### config.mk
export PLATFORM = sky130hd
export DESIGN_NAME = irq_gate_ctrl
export DESIGN_NICKNAME = d
export VERILOG_FILES = /design/src/rtl/irq_gate_pkg.sv /design/src/rtl/irq_sticky_bank.sv /design/src/rtl/irq_gate_logic.sv /design/src/rtl/irq_lat_pipe.sv /design/src/rtl/irq_gate_ctrl.sv
export SDC_FILE = /design/constraint.sdc
export NUM_CORES = 1
export LEC_CHECK = 0
export ABC_AREA = 1
export ABC_CLOCK_PERIOD_IN_PS = 1650
export BUFFER_PORTS_ARGS = -buffer_cell sky130_fd_sc_hd__buf_4
export CORE_MARGIN = 2
export CORE_UTILIZATION = 51
export DETAILED_ROUTE_END_ITERATION = 8
export PLACE_DENSITY = 0.86
export SETUP_SLACK_MARGIN = 0.2
export SLEW_MARGIN = 20
export SYNTH_ARGS = -nofsm -noshare
export SYNTH_HDL_FRONTEND = slang
export SYNTH_HIERARCHICAL = 1
export SYNTH_SLANG_ARGS = --single-unit
### constraint.sdc
create_clock -name clk -period 1.65 [get_ports clk]
set_input_delay 0.165 -clock clk [delete_from_list [all_inputs] [get_ports clk]]
set_output_delay 0.165 -clock clk [all_outputs]
set_load 0.1 [all_outputs]
### src/rtl/irq_gate_pkg.sv
package irq_gate_pkg;
   localparam int WORD_W  = 8;
   localparam int CORE_N  = 3;
   localparam int SRC_MAX = 12;
   // control word bit positions
   localparam int CW_GIE  = 0;
   localparam int CW_GRP  = 1;
   localparam int CW_EN0  = 2;
   localparam int CW_FL0  = 5;

   function automatic int words_for(input int n);
      return (n + WORD_W - 1) / WORD_W;
   endfunction
endpackage

### src/rtl/irq_sticky_bank.sv
module irq_sticky_bank
   import irq_gate_pkg::*;
#(
   parameter int N  = 8,
   parameter int NW = 1
) (
   input  logic              clk,
   input  logic              rst_n,
   input  logic [N-1:0]      evt,
   input  logic [NW-1:0]     wr,
   input  logic [WORD_W-1:0] wdata,
   output logic [N-1:0]      q
);
   if (NW != words_for(N)) begin : g_bad_nw
      $error("irq_sticky_bank: NW does not match N");
   end

   for (genvar i = 0; i < N; i++) begin : g_bit
      localparam int WI = i / WORD_W;
      localparam int BI = i % WORD_W;
      logic r;
      // a hardware set outranks a software write in the same cycle
      always_ff @(posedge clk or negedge rst_n) begin
         if (!rst_n)        r <= 1'b0;
         else if (evt[i])   r <= 1'b1;
         else if (wr[WI])   r <= wdata[BI];
      end
      assign q[i] = r;
   end
endmodule

### src/rtl/irq_gate_logic.sv
module irq_gate_logic
   import irq_gate_pkg::*;
#(
   parameter int NP = 9
) (
   input  logic [CORE_N-1:0] cflag,
   input  logic [CORE_N-1:0] cen,
   input  logic              grp_en,
   input  logic [NP-1:0]     pflag,
   input  logic [NP-1:0]     pen,
   input  logic              gie,
   output logic              pending,
   output logic              live
);
   logic core_hit;
   logic per_hit;

   always_comb begin
      core_hit = |(cflag & cen);
      per_hit  = grp_en & (|(pflag & pen));
      pending  = core_hit | per_hit;
      live     = pending & gie;
   end
endmodule

### src/rtl/irq_lat_pipe.sv
module irq_lat_pipe #(
   parameter int STAGES = 3
) (
   input  logic clk,
   input  logic rst_n,
   input  logic tick,
   input  logic din,
   output logic dout
);
   if (STAGES < 1) begin : g_bad
      $error("irq_lat_pipe: STAGES must be at least 1");
   end

   if (STAGES == 1) begin : g_one
      logic r;
      always_ff @(posedge clk or negedge rst_n) begin
         if (!rst_n)    r <= 1'b0;
         else if (tick) r <= din;
      end
      assign dout = r;
   end else begin : g_many
      logic [STAGES-1:0] sh;
      always_ff @(posedge clk or negedge rst_n) begin
         if (!rst_n)    sh <= '0;
         else if (tick) sh <= {sh[STAGES-2:0], din};
      end
      assign dout = sh[STAGES-1];
   end
endmodule

### src/rtl/irq_gate_ctrl.sv
module irq_gate_ctrl
   import irq_gate_pkg::*;
#(
   parameter int                NP        = 9,
   parameter int                LAT_TICKS = 3,
   parameter int                VEC_W     = 16,
   parameter logic [VEC_W-1:0]  VEC_ADDR  = 'h0004,
   localparam int               NW        = words_for(NP)
) (
   input  logic                 clk,
   input  logic                 rst_n,
   input  logic                 tick,
   input  logic [CORE_N-1:0]    core_evt,
   input  logic [NP-1:0]        periph_evt,
   input  logic                 wr_core,
   input  logic [NW-1:0]        wr_pflag,
   input  logic [NW-1:0]        wr_pen,
   input  logic [WORD_W-1:0]    wdata,
   input  logic                 irq_ack,
   input  logic                 irq_ret,
   output logic [WORD_W-1:0]    rd_core,
   output logic [NW*WORD_W-1:0] rd_pflag,
   output logic [NW*WORD_W-1:0] rd_pen,
   output logic                 irq_req,
   output logic [VEC_W-1:0]     irq_vec,
   output logic                 wake
);
   if (NP < 1 || NP + CORE_N > SRC_MAX) begin : g_bad_np
      $error("irq_gate_ctrl: NP out of range");
   end
   if (LAT_TICKS < 1) begin : g_bad_lat
      $error("irq_gate_ctrl: LAT_TICKS must be at least 1");
   end
   if (VEC_W < 3) begin : g_bad_vec
      $error("irq_gate_ctrl: VEC_W too narrow");
   end

   logic              gie_q;
   logic              grp_q;
   logic [CORE_N-1:0] cflag_q;
   logic [CORE_N-1:0] cen_q;
   logic [NP-1:0]     pflag_q;
   logic [NP-1:0]     pen_q;
   logic              pending;
   logic              live;
   logic              piped;
   logic [WORD_W-1:0] wd_fl;
   logic [WORD_W-1:0] wd_en;

   assign wd_fl = wdata >> CW_FL0;
   assign wd_en = wdata >> CW_EN0;

   irq_sticky_bank #(.N(CORE_N), .NW(1)) u_cflag (
      .clk(clk), .rst_n(rst_n), .evt(core_evt), .wr(wr_core),
      .wdata(wd_fl), .q(cflag_q)
   );

   irq_sticky_bank #(.N(CORE_N), .NW(1)) u_cen (
      .clk(clk), .rst_n(rst_n), .evt({CORE_N{1'b0}}), .wr(wr_core),
      .wdata(wd_en), .q(cen_q)
   );

   irq_sticky_bank #(.N(NP), .NW(NW)) u_pflag (
      .clk(clk), .rst_n(rst_n), .evt(periph_evt), .wr(wr_pflag),
      .wdata(wdata), .q(pflag_q)
   );

   irq_sticky_bank #(.N(NP), .NW(NW)) u_pen (
      .clk(clk), .rst_n(rst_n), .evt({NP{1'b0}}), .wr(wr_pen),
      .wdata(wdata), .q(pen_q)
   );

   // global enable: take beats return, return beats software
   always_ff @(posedge clk or negedge rst_n) begin
      if (!rst_n) begin
         gie_q <= 1'b0;
         grp_q <= 1'b0;
      end else begin
         if (irq_ack)      gie_q <= 1'b0;
         else if (irq_ret) gie_q <= 1'b1;
         else if (wr_core) gie_q <= wdata[CW_GIE];
         if (wr_core)      grp_q <= wdata[CW_GRP];
      end
   end

   irq_gate_logic #(.NP(NP)) u_gate (
      .cflag(cflag_q), .cen(cen_q), .grp_en(grp_q),
      .pflag(pflag_q), .pen(pen_q), .gie(gie_q),
      .pending(pending), .live(live)
   );

   irq_lat_pipe #(.STAGES(LAT_TICKS)) u_lat (
      .clk(clk), .rst_n(rst_n), .tick(tick), .din(pending), .dout(piped)
   );

   // delay applies to the rising side only; loss of pending or gie acts at once
   assign irq_req = piped & live;
   assign wake    = pending;
   assign irq_vec = VEC_ADDR;

   always_comb begin
      rd_core                   = '0;
      rd_core[CW_GIE]           = gie_q;
      rd_core[CW_GRP]           = grp_q;
      rd_core[CW_EN0 +: CORE_N] = cen_q;
      rd_core[CW_FL0 +: CORE_N] = cflag_q;
      rd_pflag                  = '0;
      rd_pflag[NP-1:0]          = pflag_q;
      rd_pen                    = '0;
      rd_pen[NP-1:0]            = pen_q;
   end
endmodule

==> qor.yml, run 1 <==
outcome:
  status: "finished with violations"
  violations: "setup timing"
synth:
  yosys.area.top_type: "dfrtp_1"
  syn_avg_cell_area_um2: 8.06
  synthArstFlopShare: 1.00
  synth-edff-count: 0
  yosys-top-cells-count: "nand2_1 (61), buf_4 (56), inv_1 (31), dfrtp_1 (29), nand2_2 (18)"
  ys_ff_latch: 29
  synth_top_area_frac: 0.380
  synth_ff_type: "dfrtp_1"
  syn_inst: 237
  yosysSeqAreaShare: 0.380
  yosysMostFrequentCell: "nand2_1"
  ys.warnings.count: 6
  synth_area_leaders: "dfrtp_1 (38%), buf_4 (22%), nand2_1 (12%)"
  synth_cell_types: 15
  syn-cell-area_um2: 1910
grt:
  grt_pass1_vias: 1467
  grt_usage: 0.201
  grt_overflow: 0
  grt_max_degree: 30
  antenna_found_initial: 0
  grt_pass1_wl_um: 6400
clock_tree:
  cts_tree: "yes"
  cts.htree.levels: 2
  clkSinkCount: 29
  cts_made_buffers: 5
  clock_latency_ns: 0.28
  cts_buffer_depth: 2
  path_clk_slew_ns: 0.06
  ctsRootBufferMaster: "clkbuf_8"
critical_path:
  crit_chain: "nand2_2 -> nand2_2 -> nor2_2 -> nand2_1 -> nand2_2 -> a21oi_2 -> nand2_2 -> clkinvlp_4 -> buf_12"
  path_class: "flip-flop to output port"
  slowest_delay_ns: 0.41
  cp_max_fo: 3
  cp_slowest_cell: "dfrtp_1"
  cp-end-kind: "output port"
  cpMostUsedCell: "nand2_2"
  crit_arrival_ns: 1.50
  path_delay_family: "simple AND/OR/NAND/NOR gates"
  crit_buf_inv: 2
  start_kind: "flip-flop"
  critPathRequiredTime_ns: 1.48
drt:
  via_count: 1473
  finalWirelength_um: 3910
  drt_first_pass_iters: 4
  drc: 0
  vias_per_cell: 4.28
  drtIter0Drc: 27
  wire_per_inst_um: 11.4
  route.antenna.remaining_nets: 0
power:
  finalPower_mw: 2.38
  p_per_area_nw_per_um2: 1020
  ir_drop_v: 0.000465
  leakagePower_nw: 1.25
floorplan:
  die_w_um: 65.2
  rows: 22
  die_h_um: 65.2
  ios: 88
  fp.dieArea_um2: 4250
  initial_utilization: 0.526
  core_area_um2: 3630
cells_and_area:
  final_cell_area_um2: 2340
  drive_above_1_share: 0.422
  area_growth_pct: 22.3
  layout.nets: 325
  antennaDiodeCount: 0
timing:
  hold_slack_ns: 0.0267
  setup_violations: 1
  period_share: 1.01
  clock.fmax_ghz: 0.600
  worst_slack_ns: -0.0169
  period_needed_ns: 1.67
  finalHoldViolations: 0
  tns_ns: -0.0169
  fin_skew_ns: 0.00404
  slew_violations: 0
  rsz0062_at_grt: "yes"
run:
  drv_cap: 0
min_path:
  min_path_type: "input port to flip-flop"
placed_design:
  gp_congestion: 0.757
  place_ws_ns: 0.170
  placed_area_um2: 2120
  portBuffers: 57
  hpwl_um: 2830
[placed cells by master, fill, tap and decap left out]
cell / Yosys / routed
buf_4: 56 / 66
nand2_1: 61 / 55
conb_1: 2 / 42
inv_1: 31 / 30
dfrtp_1: 29 / 29
nand2_2: 18 / 24
nand3_2: 16 / 17
nand3_1: 9 / 8
clkbuf_8: 0 / 5
nor2_1: 5 / 4
inv_2: 3 / 3
clkinv_2: 0 / 2
buf_12: 0 / 2
a21oi_2: 1 / 2
inv_8: 2 / 2
clkinvlp_4: 0 / 1
o21ai_0: 1 / 1
clkbuf_1: 0 / 1
dlygate4sd3_1: 0 / 1
nor2_2: 0 / 1
[power breakdown]
group          switching [mW]  total (mW)  internal [mW]
logic                   0.819        1.02          0.199
clock network           0.263       0.554          0.291
registers              0.0445       0.808          0.763
total                    1.13        2.38           1.25
[state kept, by name (all words and copies together), names as in the netlist]
signal           cells
gie_q                1
grp_q                1
u_cen/g_bit.r        3
u_cflag/g_bit.r      3
u_lat/g_many.sh      3
u_pen/g_bit.r        9
u_pflag/g_bit.r      9
[cell families after synthesis]
group / after synthesis / synth area share
compound gates: 3 / 0.00982
other cells: 2 / 0.00393
simple gates: 109 / 0.296
buf+inv: 94 / 0.310
flops: 29 / 0.380
[final timing paths]
kind,start,end,slack (ns),cells past startpoint
max,u_pflag/g_bit[2].r$_DFFE_PN0P_,irq_req,-0.02,9
max in group asynchronous,rst_n,u_pflag/g_bit[6].r$_DFFE_PN0P_,1.04,2
min reg2reg,u_lat/g_many.sh[1]$_DFFE_PN0P_,u_lat/g_many.sh[1]$_DFFE_PN0P_,0.48,2
max reg2reg,u_pflag/g_bit[2].r$_DFFE_PN0P_,u_lat/g_many.sh[0]$_DFFE_PN0P_,0.40,9
min,irq_ack,gie_q$_DFFE_PN0P_,0.03,2
min in group asynchronous,rst_n,u_pflag/g_bit[2].r$_DFFE_PN0P_,0.34,2
[layer usage]
metal  GRT usage  vias to the layer above  wire (um)
li1            -                      720          -
met1       0.238                      684       1560
met3      0.0634                        4        304
met5           0                        -          0
met4      0.0677                        0         46
met2       0.343                       65       2000
[timing repair]
action	4_1_cts	5_1_grt
resized for setup	8	2
setup endpoints to repair	2	2
hold buffers	1	0
buffers inserted	7	4
endpoints found under the hold margin	29	0
pin swaps	2	2
cloned	0	0
[metrics by stage]
stage          cells  utilization
3_5_place_dp     324        0.584
2_1_floorplan    277            -
4_1_cts          340        0.633
6_report         344        0.643
3_3_place_gp     324        0.584
5_1_grt          344        0.643
[layout make-up]
type / count / area, um^2
fillers: 324 / 1300
multi-input cells: 154 / 768
flip-flops and latches: 29 / 726
repair buffers: 69 / 546
inverters: 36 / 154
clock buffers: 6 / 72.6
well taps: 48 / 60.1
clock inverters: 2 / 10.0
Power figures use the tool's default switching activity.
==> run 2: changes to the inputs <==
- GPL_TIMING_DRIVEN: unset -> 0
- HOLD_SLACK_MARGIN: unset -> 0.12
==> run 2 against run 1 <==
Against the previous run:
- the run still ends with setup timing left
- utilization grew 21 points
- critical path depth is 1 higher
- register-to-register slack worse by 0.18 ns
- total power grew 22%
- via count grew 18%
- final area is 33% higher
- non-clock buffer count up 70
- sequential cell count unchanged
- count of clock-buffer cells in the layout shrank 1
- routed wire length grew 22%
- sequential share of layout area shrank 7.6 points
- combinational power is 21% higher
- critical endpoint is now wake
- highest routed layer unchanged
==> qor.yml, run 2 (same netlist as run 1, synthesis figures left out) <==
outcome:
  status: "finished with violations"
  violations: "setup timing"
placed_design:
  portBuffers: 55  # -3.5%
  hpwl_um: 3070  # +8.6%
  gp_congestion: 0.728  # -3.8%
timing:
  finalHoldViolations: 0  # unchanged
  fin_skew_ns: 0.00320  # -0.000839 ns
  clock.fmax_ghz: 0.552  # -7.9%
  period_needed_ns: 1.81  # +0.144 ns
  hold_slack_ns: 0.122  # +0.0953 ns
  setup_violations: 2  # +1
  rsz0062_at_grt: "yes"
  period_share: 1.10  # +0.0872
  tns_ns: -0.315  # -0.298 ns
  slew_violations: 0  # unchanged
  worst_slack_ns: -0.161  # -0.144 ns
critical_path:
  start_kind: "flip-flop"
  crit_buf_inv: 4  # +2
  path_class: "flip-flop to output port"
  crit_cells: 10  # +1
  crit_arrival_ns: 1.65  # +0.15 ns
  slowest_delay_ns: 0.42  # about the same
  cp_slowest_cell: "dfrtp_1"
  path_delay_family: "buffers and inverters"
  cp-end-kind: "output port"
  critPathRequiredTime_ns: 1.48  # about the same
  reg2reg_depth: 11  # +2
  crit_chain: "buf_12 -> nand2_4 -> nand2_2 -> nor2_2 -> nand2_1 -> nand2_2 -> buf_4 -> buf_6 -> nand2_4 -> buf_12"
  cp_max_fo: 2  # -1
floorplan:
  fp.dieArea_um2: 4250  # unchanged
  initial_utilization: 0.526  # unchanged
  rows: 22  # unchanged
  die_h_um: 65.2  # unchanged
  die_w_um: 65.2  # unchanged
  ios: 88  # unchanged
  core_area_um2: 3630  # unchanged
drt:
  drtIter0Drc: 25  # -7.4%
  wire_per_inst_um: 11.5  # +1.3%
  via_count: 1739  # +18%
  route.antenna.remaining_nets: 0  # unchanged
  vias_per_cell: 4.20  # -1.9%
  drt_first_pass_iters: 4  # unchanged
  finalWirelength_um: 4760  # +22%
  drc: 0  # unchanged
min_path:
  hold-path-cell-count: 3  # +1
  min_path_type: "input port to flip-flop"
grt:
  antenna_found_initial: 0  # unchanged
  grt_pass1_wl_um: 7800  # +22%
  grt_overflow: 0  # unchanged
  grt_usage: 0.242  # +0.0415
  grt_pass1_vias: 1784  # +22%
  grt_max_degree: 30  # unchanged
clock_tree:
  path_clk_slew_ns: 0.06  # about the same
  cts_tree: "yes"
  cts_made_buffers: 5  # unchanged
  clock_latency_ns: 0.27  # about the same
  ctsRootBufferMaster: "clkbuf_8"
  clkSinkCount: 29  # unchanged
  cts.htree.levels: 2  # unchanged
  cts_buffer_depth: 2  # unchanged
power:
  ir_drop_v: 0.000754  # +62%
  leakagePower_nw: 1.67  # +34%
  p_per_area_nw_per_um2: 936  # -8.1%
run:
  drv_cap: 0  # unchanged
cells_and_area:
  layout.nets: 395  # +22%
  most-common-layout-cells: "buf_4 (100), nand2_1 (53), conb_1 (42)"
  fill_cells: 215  # -34%
  final_common_cell: "buf_4"
  reg_top3: "u_pen/g_bit.r x9, u_pflag/g_bit.r x9"
  area_growth_pct: 62.1
  antennaDiodeCount: 0  # unchanged
  drive_above_1_share: 0.500  # +0.0777
-- run 2: timing repair --
item / in CTS / in global routing
pin swaps: 7 / 8
hold endpoints to repair: 43 / 0
setup buffers: 4 / 6
resized for setup: 11 / 7
gates cloned: 0 / 0
endpoints found under the setup margin: 2 / 3
hold buffers: 16 / 0
-- run 2: final cells by class --
| cell class | count | area, um^2 | area share |
|---|---|---|---|
| Multi-Input combinational cell | 154 | 798 | 0.258 |
| Sequential cell | 29 | 726 | 0.234 |
| Timing Repair Buffer | 81 | 677 | 0.218 |
| Buffer | 58 | 549 | 0.177 |
| Inverter | 36 | 154 | 0.0497 |
| Clock buffer | 5 | 68.8 | 0.0222 |
| Clock inverter | 3 | 65.1 | 0.0210 |
| Tap cell | 48 | 60.1 | 0.0194 |
-- run 2: worst register-to-register path, delay by kind of cell, from the launching register on --
kind	cells	cell delay (ns)
simple gates	8	0.57
buf+inv	3	0.35
flops	1	0.42
-- run 2: final timing paths --
path / startpoint / endpoint / slack, ns
setup / recovery: u_pflag/g_bit[2].r$_DFFE_PN0P_ / wake / -0.16
hold / removal: wr_pen[1] / u_pen/g_bit[8].r$_DFFE_PN0P_ / 0.12
setup reg to reg: u_pflag/g_bit[2].r$_DFFE_PN0P_ / u_lat/g_many.sh[0]$_DFFE_PN0P_ / 0.22
hold reg to reg: u_lat/g_many.sh[1]$_DFFE_PN0P_ / u_lat/g_many.sh[1]$_DFFE_PN0P_ / 0.48
max in group asynchronous: rst_n / u_pen/g_bit[5].r$_DFFE_PN0P_ / 1.00
min in group asynchronous: rst_n / u_pflag/g_bit[7].r$_DFFE_PN0P_ / 0.38
-- run 2: routing by layer --
layer,share of wire,track usage,vias up
met5,0,0,-
met4,0.011,0.0703,0
met3,0.053,0.0548,11
met2,0.56,0.473,61
met1,0.38,0.255,802
li1,-,-,865
-- run 2: report_power, final --
| part | leakage (nW) | switching (mW) | internal (mW) |
|---|---|---|---|
| Sequential | 0.304 | 0.0402 | 0.763 |
| Clock | 0.0681 | 0.263 | 0.599 |
| Combinational | 1.30 | 0.874 | 0.361 |
-- run 2: per-stage QoR --
step,total power [mW],setup WS [ns],std cells,area [um^2],utilization
global route,3.02,-0.224,414,3100,0.853
detailed placement,1.95,0.0486,380,2660,0.731
finish,2.90,-0.161,414,3100,0.853
CTS,2.87,-0.185,408,3030,0.833
floorplan,1.77,0.0239,277,2180,-
global placement,1.94,0.0564,380,2660,0.731
==> run 3: changes to the inputs <==
- REMOVE_ABC_BUFFERS: unset -> 1
==> run 3 against run 2 <==
Against the previous run:
- the run now ends clean
- count of clock-buffer cells in the layout is 3 higher
- maximum frequency is 13% higher
- first-iteration DRC count is 8.0% higher
- sequential cell count stayed put
- final area is 18% lower
- combinational power is 13% lower
- utilization is 16 points lower
- critical path depth is 1 lower
==> qor.yml, run 3 (same netlist as run 1, synthesis figures left out) <==
critical_path:
  r2r-end: "u_lat/g_many.sh[0]$_DFFE_PN0P_"
  regToRegSetupSlack_ns: 0.44  # +0.22 ns
  cp_max_fo: 2  # unchanged
  crit_arrival_ns: 1.44  # -0.21 ns
  reg2reg_depth: 9  # -2
  start_kind: "flip-flop"
  critPathRequiredTime_ns: 1.48  # about the same
  cp-end-kind: "output port"
  worstReg2RegStart: "u_pen/g_bit[0].r$_DFFE_PN0P_"
  path_class: "flip-flop to output port"
floorplan:
  fp.dieArea_um2: 4250  # unchanged
  initial_utilization: 0.526  # unchanged
  ios: 88  # unchanged
  rows: 22  # unchanged
  core_area_um2: 3630  # unchanged
  die_h_um: 65.2  # unchanged
  die_w_um: 65.2  # unchanged
drt:
  drt_first_pass_iters: 4  # unchanged
  route.antenna.remaining_nets: 0  # unchanged
  finalWirelength_um: 4060  # -15%
  drtIter0Drc: 27  # +8.0%
  wire_per_inst_um: 11.0  # -3.9%
  via_count: 1539  # -12%
  drc: 0  # unchanged
  vias_per_cell: 4.19  # -0.17%
clock_tree:
  cts_tree: "yes"
  clock_latency_ns: 0.28  # about the same
  cts.htree.levels: 2  # unchanged
  cts_buffer_depth: 2  # unchanged
  clkSinkCount: 29  # unchanged
  cts_made_buffers: 5  # unchanged
  ctsRootBufferMaster: "clkbuf_8"
  path_clk_slew_ns: 0.06  # about the same
timing:
  finalHoldViolations: 0  # unchanged
  tns_ns: 0  # +0.315 ns
  setup_violations: 0  # -2
  worst_slack_ns: 0.0489  # +0.210 ns
  slew_violations: 0  # unchanged
  rsz0062_at_grt: "yes"
  period_needed_ns: 1.60  # -0.210 ns
  clock.fmax_ghz: 0.625  # +13%
  fin_skew_ns: 0.00383  # +0.000635 ns
  period_share: 0.970  # -0.127
grt:
  grt_pass1_vias: 1537  # -14%
  antenna_found_initial: 0  # unchanged
  grt_overflow: 0  # unchanged
  grt_max_degree: 30  # unchanged
  grt_pass1_wl_um: 6500  # -17%
  grt_usage: 0.201  # -0.0415
placed_design:
  placed_area_um2: 2110  # -21%
  portBuffers: 57  # +3.6%
  hpwl_um: 2700  # -12%
  place_ws_ns: 0.274  # +0.225 ns
  gp_congestion: 0.802  # +10%
run:
  drv_cap: 0  # unchanged
cells_and_area:
  fin_util: 0.696  # -0.156
  final_common_cell: "buf_4"
  antennaDiodeCount: 0  # unchanged
  drive_above_1_share: 0.395  # -0.105
  most-common-layout-cells: "buf_4 (74), nand2_1 (59), conb_1 (42)"
  final_cell_area_um2: 2530  # -18%
  layout.nets: 348  # -12%
  reg_top3: "u_pen/g_bit.r x9, u_pflag/g_bit.r x9"
  area_growth_pct: 32.4
power:
  leakagePower_nw: 1.35  # -19%
  p_per_area_nw_per_um2: 953  # +1.8%
  ir_drop_v: 0.000546  # -28%
min_path:
  hold_end: "u_pflag/g_bit[7].r$_DFFE_PN0P_"
  min_path_type: "input port to flip-flop"
  hp-start: "wdata[7]"
  hold-path-cell-count: 3  # unchanged
outcome:
  status: "completed"
==> run 3: changes by cell type in the layout (fill, tap and decap cells not counted), sizes merged <==
cell,delta
buf,-47
clkbuf,+3
bufinv,-2
clkinv,-1
clkinvlp,-1
inv,+1
==> run 3: cell type report <==
cell class | count | area, um^2
clock buffers | 8 | 80.1
fillers | 301 | 1100
inverters | 36 | 150
multi-input cells | 154 | 758
flip-flops and latches | 29 | 726
well taps | 48 | 60.1
repair buffers | 92 | 756
==> run 3: per-layer routing <==
layer / up-vias / global-route usage / routed length (um)
li1: 771 / - / -
met5: - / 0 / 0
met2: 49 / 0.367 / 2150
met4: 0 / 0.0807 / 54
met1: 713 / 0.227 / 1670
met3: 6 / 0.0394 / 186
==> run 3: worst max-delay path: stages (launching register included) <==
cell and delay (ns):
dfrtp_1 0.36, nand2_1 0.06, nand2_1 0.08, nor2_2 0.05
nand2_1 0.09, nand2_2 0.07, a21oi_2 0.14, nand2_1 0.08
inv_2 0.07, buf_12 0.16
==> run 3: what timing repair did <==
action                                  CTS  global route
setup buffers                            16             3
pin swaps                                 0             0
endpoints found under the setup margin    2             2
resized for setup                         5             7
hold buffers                             16             0
endpoints found under the hold margin    43             0
==> run 3: how the worst max path moves through the flow <==
stage | startpoint | endpoint | slack [ns] | cells after the start
after global routing | u_pen/g_bit[1].r$_DFFE_PN0P_ | irq_req | -0.04 | 9
final | u_pen/g_bit[0].r$_DFFE_PN0P_ | irq_req | 0.05 | 9
after floorplan | u_pflag/g_bit[2].r$_DFFE_PN0P_ | u_lat/g_many.sh[0]$_DFFE_PN0P_ | -0.63 | 8
after detailed placement | u_pflag/g_bit[3].r$_DFFE_PN0P_ | irq_req | 0.27 | 9
after CTS | u_pen/g_bit[0].r$_DFFE_PN0P_ | irq_req | 0.09 | 9
after global placement | u_pen/g_bit[0].r$_DFFE_PN0P_ | irq_req | 0.31 | 9
==> run 3: through the flow <==
step	instances	hold WS (ns)	power, mW
floorplan	219	-0.131	1.58
detailed placement	324	0.108	1.78
CTS	364	0.128	2.40
global placement	324	0.110	1.77
global route	367	0.124	2.53
finish	367	0.129	2.41
==> run 3: report_power, final <==
group / internal (mW) / switching [mW]
clock: 0.299 / 0.244
combinational: 0.237 / 0.834
sequential: 0.763 / 0.0347
total: 1.30 / 1.11
